<file path="src/rtl/alu_flags_pkg.sv">
package alu_flags_pkg;
  localparam int unsigned FLAG_C    = 0;
  localparam int unsigned FLAG_DC   = 1;
  localparam int unsigned FLAG_Z    = 2;
  localparam int unsigned FLAG_OV   = 3;
  localparam int unsigned FLAG_N    = 4;
  localparam int unsigned NUM_FLAGS = 5;

  typedef logic [NUM_FLAGS-1:0] flag_vec_t;

  typedef enum logic [3:0] {
    OP_ADD  = 4'd0,
    OP_ADDC = 4'd1,
    OP_SUB  = 4'd2,
    OP_SUBB = 4'd3,
    OP_RLC  = 4'd4,
    OP_RRC  = 4'd5,
    OP_AND  = 4'd6,
    OP_OR   = 4'd7,
    OP_XOR  = 4'd8
  } alu_op_e;
endpackage

</file>
<file path="src/rtl/alu_flags_adder.sv">
module alu_flags_adder #(
  parameter int unsigned WIDTH = 8
) (
  input  logic [WIDTH-1:0] a_i,
  input  logic [WIDTH-1:0] b_i,
  input  logic             sub_i,
  input  logic             c0_i,
  output logic [WIDTH-1:0] sum_o,
  output logic             cout_o,
  output logic             hcout_o,
  output logic             ovf_o
);
  localparam int unsigned HALF = WIDTH / 2;

  logic [WIDTH-1:0] b_eff;
  logic [WIDTH:0]   sum_full;
  logic [HALF:0]    sum_low;

  always_comb begin
    b_eff    = sub_i ? ~b_i : b_i;
    sum_full = {1'b0, a_i} + {1'b0, b_eff} + {{WIDTH{1'b0}}, c0_i};
    sum_low  = {1'b0, a_i[HALF-1:0]} + {1'b0, b_eff[HALF-1:0]} + {{HALF{1'b0}}, c0_i};
  end

  assign sum_o   = sum_full[WIDTH-1:0];
  assign cout_o  = sum_full[WIDTH];
  assign hcout_o = sum_low[HALF];
  // signed overflow: like-signed inputs, differently signed sum
  assign ovf_o   = (a_i[WIDTH-1] == b_eff[WIDTH-1]) && (sum_full[WIDTH-1] != a_i[WIDTH-1]);
endmodule

</file>
<file path="src/rtl/alu_flags_core.sv">
module alu_flags_core
  import alu_flags_pkg::*;
#(
  parameter int unsigned WIDTH = 8
) (
  input  logic [WIDTH-1:0] a_i,
  input  logic [WIDTH-1:0] b_i,
  input  alu_op_e          op_i,
  input  logic             cin_i,
  output logic [WIDTH-1:0] res_o,
  output flag_vec_t        flags_o,
  output flag_vec_t        def_o
);
  logic             is_sub, use_cin, c0;
  logic [WIDTH-1:0] sum;
  logic             cout, hcout, ovf;

  assign is_sub  = (op_i == OP_SUB) || (op_i == OP_SUBB);
  assign use_cin = (op_i == OP_ADDC) || (op_i == OP_SUBB);
  assign c0      = use_cin ? cin_i : is_sub;

  alu_flags_adder #(.WIDTH(WIDTH)) u_adder (
    .a_i     (a_i),
    .b_i     (b_i),
    .sub_i   (is_sub),
    .c0_i    (c0),
    .sum_o   (sum),
    .cout_o  (cout),
    .hcout_o (hcout),
    .ovf_o   (ovf)
  );

  logic c_new;

  always_comb begin
    res_o = a_i;
    c_new = 1'b0;
    def_o = '0;
    unique case (op_i)
      OP_ADD, OP_ADDC, OP_SUB, OP_SUBB: begin
        res_o = sum;
        c_new = cout;
        def_o = '1;
      end
      OP_RLC: begin
        res_o = {a_i[WIDTH-2:0], cin_i};
        c_new = a_i[WIDTH-1];
        def_o[FLAG_C] = 1'b1; def_o[FLAG_Z] = 1'b1; def_o[FLAG_N] = 1'b1;
      end
      OP_RRC: begin
        res_o = {cin_i, a_i[WIDTH-1:1]};
        c_new = a_i[0];
        def_o[FLAG_C] = 1'b1; def_o[FLAG_Z] = 1'b1; def_o[FLAG_N] = 1'b1;
      end
      OP_AND: begin
        res_o = a_i & b_i;
        def_o[FLAG_Z] = 1'b1; def_o[FLAG_N] = 1'b1;
      end
      OP_OR: begin
        res_o = a_i | b_i;
        def_o[FLAG_Z] = 1'b1; def_o[FLAG_N] = 1'b1;
      end
      OP_XOR: begin
        res_o = a_i ^ b_i;
        def_o[FLAG_Z] = 1'b1; def_o[FLAG_N] = 1'b1;
      end
      default: ;
    endcase
  end

  always_comb begin
    flags_o          = '0;
    flags_o[FLAG_C]  = c_new;
    flags_o[FLAG_DC] = hcout;
    flags_o[FLAG_Z]  = (res_o == '0);
    flags_o[FLAG_OV] = ovf;
    flags_o[FLAG_N]  = res_o[WIDTH-1];
  end
endmodule

</file>
<file path="src/rtl/alu_flags_sreg.sv">
module alu_flags_sreg
  import alu_flags_pkg::*;
#(
  parameter int unsigned WIDTH = 8
) (
  input  logic             clk_i,
  input  logic             rst_ni,
  input  flag_vec_t        flags_i,
  input  flag_vec_t        wr_i,
  output logic [WIDTH-1:0] status_o
);
  localparam int unsigned PAD = WIDTH - NUM_FLAGS;

  flag_vec_t q;

  for (genvar i = 0; i < NUM_FLAGS; i++) begin : g_flag
    always_ff @(posedge clk_i or negedge rst_ni) begin
      if (!rst_ni)    q[i] <= 1'b0;
      else if (wr_i[i]) q[i] <= flags_i[i];
    end
  end

  assign status_o = {{PAD{1'b0}}, q};
endmodule

</file>
<file path="src/rtl/alu_flags_unit.sv">
module alu_flags_unit
  import alu_flags_pkg::*;
#(
  parameter int unsigned WIDTH = 8
) (
  input  logic             clk_i,
  input  logic             rst_ni,
  input  logic [WIDTH-1:0] a_i,
  input  logic [WIDTH-1:0] b_i,
  input  logic [3:0]       op_i,
  input  logic             cin_i,
  input  logic [4:0]       upd_en_i,
  output logic [WIDTH-1:0] result_o,
  output logic [WIDTH-1:0] status_o
);
  flag_vec_t flags, def, wr;

  alu_flags_core #(.WIDTH(WIDTH)) u_core (
    .a_i     (a_i),
    .b_i     (b_i),
    .op_i    (alu_op_e'(op_i)),
    .cin_i   (cin_i),
    .res_o   (result_o),
    .flags_o (flags),
    .def_o   (def)
  );

  assign wr = upd_en_i & def;

  alu_flags_sreg #(.WIDTH(WIDTH)) u_sreg (
    .clk_i    (clk_i),
    .rst_ni   (rst_ni),
    .flags_i  (flags),
    .wr_i     (wr),
    .status_o (status_o)
  );
endmodule

</file>
<file path="config.mk">
export PLATFORM = sky130hd
export DESIGN_NAME = alu_flags_unit
export DESIGN_NICKNAME = d
export VERILOG_FILES = /design/src/rtl/alu_flags_pkg.sv /design/src/rtl/alu_flags_adder.sv /design/src/rtl/alu_flags_core.sv /design/src/rtl/alu_flags_sreg.sv /design/src/rtl/alu_flags_unit.sv
export SDC_FILE = /design/constraint.sdc
export NUM_CORES = 1
export LEC_CHECK = 0
export ABC_AREA = 1
export BUFFER_PORTS_ARGS = -buffer_cell sky130_fd_sc_hd__buf_2
export CORE_ASPECT_RATIO = 1.1
export CORE_UTILIZATION = 54
export CTS_CLUSTER_SIZE = 24
export DETAILED_ROUTE_END_ITERATION = 10
export PLACE_DENSITY_LB_ADDON = 0.08
export RECOVER_POWER = 100
export SYNTH_ARGS = -nofsm -noshare
export SYNTH_HDL_FRONTEND = slang
export SYNTH_SLANG_ARGS = --single-unit
</file>
<file path="constraint.sdc">
create_clock -name clk_i -period 5.8 [get_ports clk_i]
set_input_delay 1.45 -clock clk_i [delete_from_list [all_inputs] [get_ports clk_i]]
set_output_delay 1.45 -clock clk_i [all_outputs]
set_load 0.05 [all_outputs]
</file>
==> qor.csv, run 1 <==
metric,value,unit
status,finished clean,
Syn Inst Count,280,
CTS sink cnt,5,
simple-gate share of the synthesized area,44.93,%
"wirelength, routed",4180,um
CP most frequent cell,nand2_1,
"Seq/Total Area, Yosys",7.628,%
worst reg-to-reg path cell count,2,
Syn Area/Cell,5.858,um2
post-synthesis async set-or-reset flop share,100.0,%
first-pass GRT wire length,6617,um
pin count of the biggest net entering global routing,12,
gr ovfl total,0,
Worst Hold Path EP,u_sreg.status_o[4],
Final Hold Viols,0,
Post-Synth Adder-Cell Area,19.98,%
Clock Power Share,14.9,%
Finished Layout Cells,355,
warnings from Yosys,0,
part of the cycle the worst path needs,92.64,%
crit start category,input port,
DRT iter0 DRCs,64,
Worst slew margin,60.43,%
synth top area cells,"nand2_1, ha_1, inv_1",
I/O Buffers,40,
Flop pwr share,15.6,%
met1 usage,35.67,%
antenna violations before repair,0,
post-synth cell types,31,
Synth Register Bits,5,
Synth Area in XOR/XNOR,4.805,%
Max stage delay on crit path,0.47,ns
mux contribution to synthesized area,0,%
TritonCTS Buffers,3,
Die Wd,54.55,um
GR peak layer,met2,
Cell Count Post-Placement,351,
hold-fix buffers at CTS,0,
root buffer cell,clkbuf_4,
Max Buffers Root-to-Sink,2,
Nets,376,
final slew viol count,0,
P_sw,0.0001582,W
# H-tree levels,1,
max reg flops,5,
Critical Path End Type,primary output,
CTS clock-pin slew for the worst setup and hold paths,0.04,ns
Commonest cells post-synth,"nand2_1, inv_1, nand3_1",
RSZ-0062 raised after global routing,false,
Sw Share,56.52,%
Die Y,59.81,um
multi-input logic area,0.001249,mm2
ANT nets after route,0,
DIE AREA,0.003262,mm2
Compound-Gate Fraction of Synth Area,5.873,%
"Setup Fix Bufs, Post-CTS",0,
storage element area,125.1,um2
TNS Setup,0,ns
core footprint,0.002828,mm2
post-synthesis cell area,0.001640,mm2
cell-internal power,0.0001217,W
maximum vdd drop,0.1772,mV
starting density of the core,58.01,%
FF-to-FF setup slack,5.09,ns
"Gates resized, CTS repair",0,
Tmin final,5.373,ns
Max-Cap Viols,0,
DRC Markers,0,
Finish-stage setup viols,0,
grt met3 use,5.852,%
antenna cell count,0,
most frequent cell after synthesis,nand2_1,
HP Class,flip-flop to flip-flop,
I/O Pins,44,
vias in the first global route,1536,
clk_skew,0,ns
total number of vias,1766,
Slew @ Worst Pin,0.5961,ns
filler cell count,313,
main flop type after synthesis,dfrtp_1,
Crit Reg-Reg Startpoint,u_sreg.status_o[0],
cell leakage power,1.140,nW
CP max FO,11,
largest family of logic cells by synthesized area,simple AND/OR/NAND/NOR gates,
Critical R2R Capture,u_sreg.status_o[0],
GRT met2 Usage,48.95,%
Site Rows,20,
worst path cell trace,buf_2 -> nor2_1 -> inv_1 -> a211oi_1 -> fa_1 -> inv_1 -> fa_1 -> inv_1 -> nand2_1 -> nand2_1 -> nand2_1 -> nand2_1 -> nand3_1 -> nand3_2 -> clkbuf_1,
first-pass iteration count of the detailed router,4,
Detailed Place HPWL,3444,um
Max Clock Freq,186.1,MHz
WL/cell,11.77,um
post-DR vias/cell,4.975,
Synth top area share,19.22,%
Total Routing Usage GR,28.41,%
slowest CP cell,clkbuf_1,
Placer Congestion,0.8941,
worst skew pair latency,0.25,ns
Comb pwr share,69.5,%
"Arr. time, crit path",3.92,ns
critical hold path startpoint,u_sreg.status_o[4],
DP Worst Slack,0.5558,ns
fin worst setup slack,0.4269,ns
share of cells above drive strength 1,18.63,%
CTS tree,built,
number of flops mapped to enable cells by yosys,0,
Area Growth Syn to Fin,13.65,%
CP Class,input port to primary output,
pwr dens,150.1,mW/mm2
largest area contributor in the netlist,nand2_1,
data required time of the worst path,4.35,ns
Hold Path Depth,2,
[cells by family after synthesis]
logic type	count (synthesis)
and+or+nand+nor	158
AOI/OAI and AO/OA	17
adders and majority gates	25
other	1
DFF	5
xor gates and xnor gates	9
buffers and inverters	65
[power by group through the flow]
stage | sequential, W | combinational, W | clock, W
after floorplan | 0.0000636 | 0.000131 | 0
after CTS | 0.0000434 | 0.000198 | 0.0000425
after detailed placement | 0.0000439 | 0.000198 | 0
final | 0.0000437 | 0.000194 | 0.0000418
after global routing | 0.0000445 | 0.000218 | 0.0000442
after global placement | 0.0000436 | 0.000197 | 0
[through the flow]
| step | utilization, % | cell area, um2 | hold slack, ns | power [W] |
|---|---|---|---|---|
| 5_1_grt | 65.93 | 1864 | 0.5008 | 0.0003068 |
| 6_report | 65.93 | 1864 | 0.4736 | 0.0002798 |
| 4_1_cts | 66.55 | 1882 | 0.4740 | 0.0002844 |
| 2_1_floorplan | - | 1648 | 0.7548 | 0.0001942 |
| 3_3_place_gp | 65.62 | 1856 | 0.4521 | 0.0002403 |
| 3_5_place_dp | 65.62 | 1856 | 0.4636 | 0.0002415 |
[metal layers]
layer	share of wire, %	routed length (um)	vias to the layer above
met5	0	0	-
met2	48	2026	60
li1	-	-	941
met1	44	1833	761
met3	6.8	285	4
met4	0.86	36	0
[layout by cell type, fill, tap and decap left out, types with 2 or more instances in the layout]
cell type,synthesis,routed
o21ai_0,3,3
inv_2,3,3
nand2_2,7,6
nor3_2,2,2
buf_4,4,2
a21oi_1,6,6
clkbuf_1,0,13
xor2_1,9,9
dfrtp_1,5,5
nor2_2,6,6
or2_2,2,2
nor2_1,19,19
ha_1,23,23
nand3_1,26,26
buf_2,1,27
inv_1,55,55
o21ai_1,3,3
clkbuf_4,0,3
fa_1,2,2
a31oi_1,2,2
nand2_1,84,85
conb_1,1,3
nand4_1,3,3
nand2_4,2,2
nor2_4,2,2
nand3_2,3,3
[area by class of cell]
cell class                      count  share of cell area [%]
Clock buffer                        4                   1.409
Tap cell                           33                   2.215
Timing Repair Buffer               42                   10.74
Inverter                           59                   11.95
Multi-Input combinational cell    212                   66.98
Sequential cell                     5                   6.711
[how the worst max path moves through the flow]
stage | start | to | slack, ns | depth (start not counted)
floorplan | op_i[3] | result_o[2] | 0.51 | 14
global placement | op_i[3] | result_o[7] | 0.64 | 15
detailed placement | op_i[3] | result_o[6] | 0.56 | 17
CTS | op_i[3] | result_o[6] | 0.54 | 17
global route | op_i[3] | result_o[4] | 0.23 | 15
finish | op_i[3] | result_o[4] | 0.43 | 15
[critical path: cells and delay by family]
family,cells,cell delay (ns)
buf+inv,5,0.88
fa+ha+maj,2,0.63
simple gates,7,0.71
compound gates,1,0.25
Power figures use the tool's default switching activity.
==> run 2, diff against run 1 <==
--- a/config.mk
+++ b/config.mk
@@ -11,7 +11,7 @@
 export CORE_UTILIZATION = 54
 export CTS_CLUSTER_SIZE = 24
 export DETAILED_ROUTE_END_ITERATION = 10
-export PLACE_DENSITY_LB_ADDON = 0.08
+export PLACE_DENSITY = 0.86
 export RECOVER_POWER = 100
 export SYNTH_ARGS = -nofsm -noshare
 export SYNTH_HDL_FRONTEND = slang
==> qor.csv, run 2 (synthesized netlist as in run 1, its figures left out) <==
metric,value,unit
status,finished clean,
gr ovfl total,0,
Max-Cap Viols,0,
Max Clock Freq,182.8,MHz
crit start category,input port,
part of the cycle the worst path needs,94.33,%
Critical Path End Type,primary output,
CTS sink cnt,5,
Worst Hold Path EP,u_sreg.status_o[2],
DRT iter0 DRCs,63,
CTS clock-pin slew for the worst setup and hold paths,0.04,ns
Site Rows,20,
Comb pwr share,69.3,%
Placer Congestion,0.9596,
GRT met2 Usage,47.91,%
Total Power,0.0002805,W
"Arr. time, crit path",4.02,ns
FF-to-FF setup slack,5.08,ns
P_sw,0.0001594,W
RSZ-0062 raised after global routing,false,
"commonest non-fill, non-tap cells in the layout","nand2_1, inv_1, nand3_1, buf_2, ha_1",
data required time of the worst path,4.35,ns
pwr dens,151.1,mW/mm2
CP max FO,11,
starting density of the core,58.01,%
Sw Share,56.83,%
"Gates resized, CTS repair",0,
"Setup Fix Bufs, Post-CTS",0,
Clock Power Share,15.2,%
cell leakage power,1.133,nW
max reg flops,5,
root buffer cell,clkbuf_4,
worst skew pair latency,0.25,ns
vias in the first global route,1564,
pin count of the biggest net entering global routing,12,
Hold Path Depth,2,
Tmin final,5.471,ns
first-pass GRT wire length,6589,um
antenna cell count,0,
Max Buffers Root-to-Sink,2,
# H-tree levels,1,
Flop pwr share,15.5,%
first-pass iteration count of the detailed router,4,
Die Y,59.81,um
DRC Markers,0,
Worst slew margin,60.33,%
"most common cell after layout, fill and taps aside",nand2_1,
Final Hold Viols,0,
post-DR vias/cell,5.136,
ANT nets after route,0,
core footprint,0.002828,mm2
grt met3 use,5.089,%
critical hold path startpoint,u_sreg.status_o[2],
Nets,375,
I/O Pins,44,
cell-internal power,0.0001211,W
TNS Setup,0,ns
"wirelength, routed",4084,um
I/O Buffers,40,
Die Wd,54.55,um
maximum vdd drop,0.1371,mV
Finish-stage setup viols,0,
met1 usage,36.03,%
TritonCTS Buffers,3,
total number of vias,1818,
Slew @ Worst Pin,0.5976,ns
CTS tree,built,
DIE AREA,0.003262,mm2
CP Class,input port to primary output,
Area Growth Syn to Fin,13.12,%
Crit Reg-Reg Startpoint,u_sreg.status_o[0],
worst reg-to-reg path cell count,2,
antenna violations before repair,0,
GR peak layer,met2,
WL/cell,11.54,um
hold-fix buffers at CTS,0,
HP Class,flip-flop to flip-flop,
Detailed Place HPWL,3386,um
Total Routing Usage GR,27.91,%
clk_skew,0,ns
final slew viol count,0,
Critical R2R Capture,u_sreg.status_o[0],
share of cells above drive strength 1,18.07,%
## run 2: cell count changes in the layout (fill, tap and decap cells not counted), sizes merged
cell    change
buf         -2
clkbuf      +1
## run 2: power groups by stage
stage	clock network, W	registers (W)	logic [W]
final	0.0000428	0.0000434	0.000194
after floorplan	0	0.0000636	0.000131
after CTS	0.0000425	0.0000432	0.000198
after global placement	0	0.0000436	0.000195
after detailed placement	0	0.0000437	0.000197
after global routing	0.0000452	0.0000439	0.000216
## run 2: critical path, stage by stage
cell	delay, ns
buf_2	0.18
nor2_1	0.24
nand2_2	0.23
xor2_1	0.21
fa_1	0.41
inv_1	0.08
fa_1	0.40
o21ai_1	0.14
nor2_1	0.05
nand2_1	0.06
nand2_1	0.06
inv_1	0.05
clkbuf_1	0.45
## run 2: how the worst max path moves through the flow
stage,slack [ns],startpoint,depth (start not counted),endpoint
floorplan,0.51,op_i[3],14,result_o[2]
global placement,0.53,op_i[3],18,result_o[6]
detailed placement,0.43,op_i[3],18,result_o[6]
CTS,0.42,op_i[3],18,result_o[6]
global route,0.11,op_i[3],15,result_o[4]
finish,0.33,op_i[3],13,result_o[1]
## run 2: final cells by class
cell class / count / area [um2]
inverter: 59 / 222.7
multi-input combinational: 212 / 1249
tap: 33 / 41.29
clock buffer: 4 / 26.28
timing repair buffer: 41 / 191.4
fill: 289 / 972.2
sequential: 5 / 125.1
## run 2: metrics by stage
step                      setup WS (ns)  util, %  std cells  hold slack [ns]  cell area (um2)
final                            0.3288    65.62        354           0.4795             1856
after global routing             0.1080    65.62        354           0.4895             1856
after CTS                        0.4229    66.28        354           0.4778             1874
after detailed placement         0.4303    65.35        350           0.4691             1848
after global placement           0.5349    65.35        350           0.4569             1848
after floorplan                  0.5124        -        282           0.7548             1648
## run 2: per-layer routing
metal	wire (um)	share of wire (%)
met5	0	0
met4	0	0
met3	326	8.0
met2	1997	49
met1	1760	43
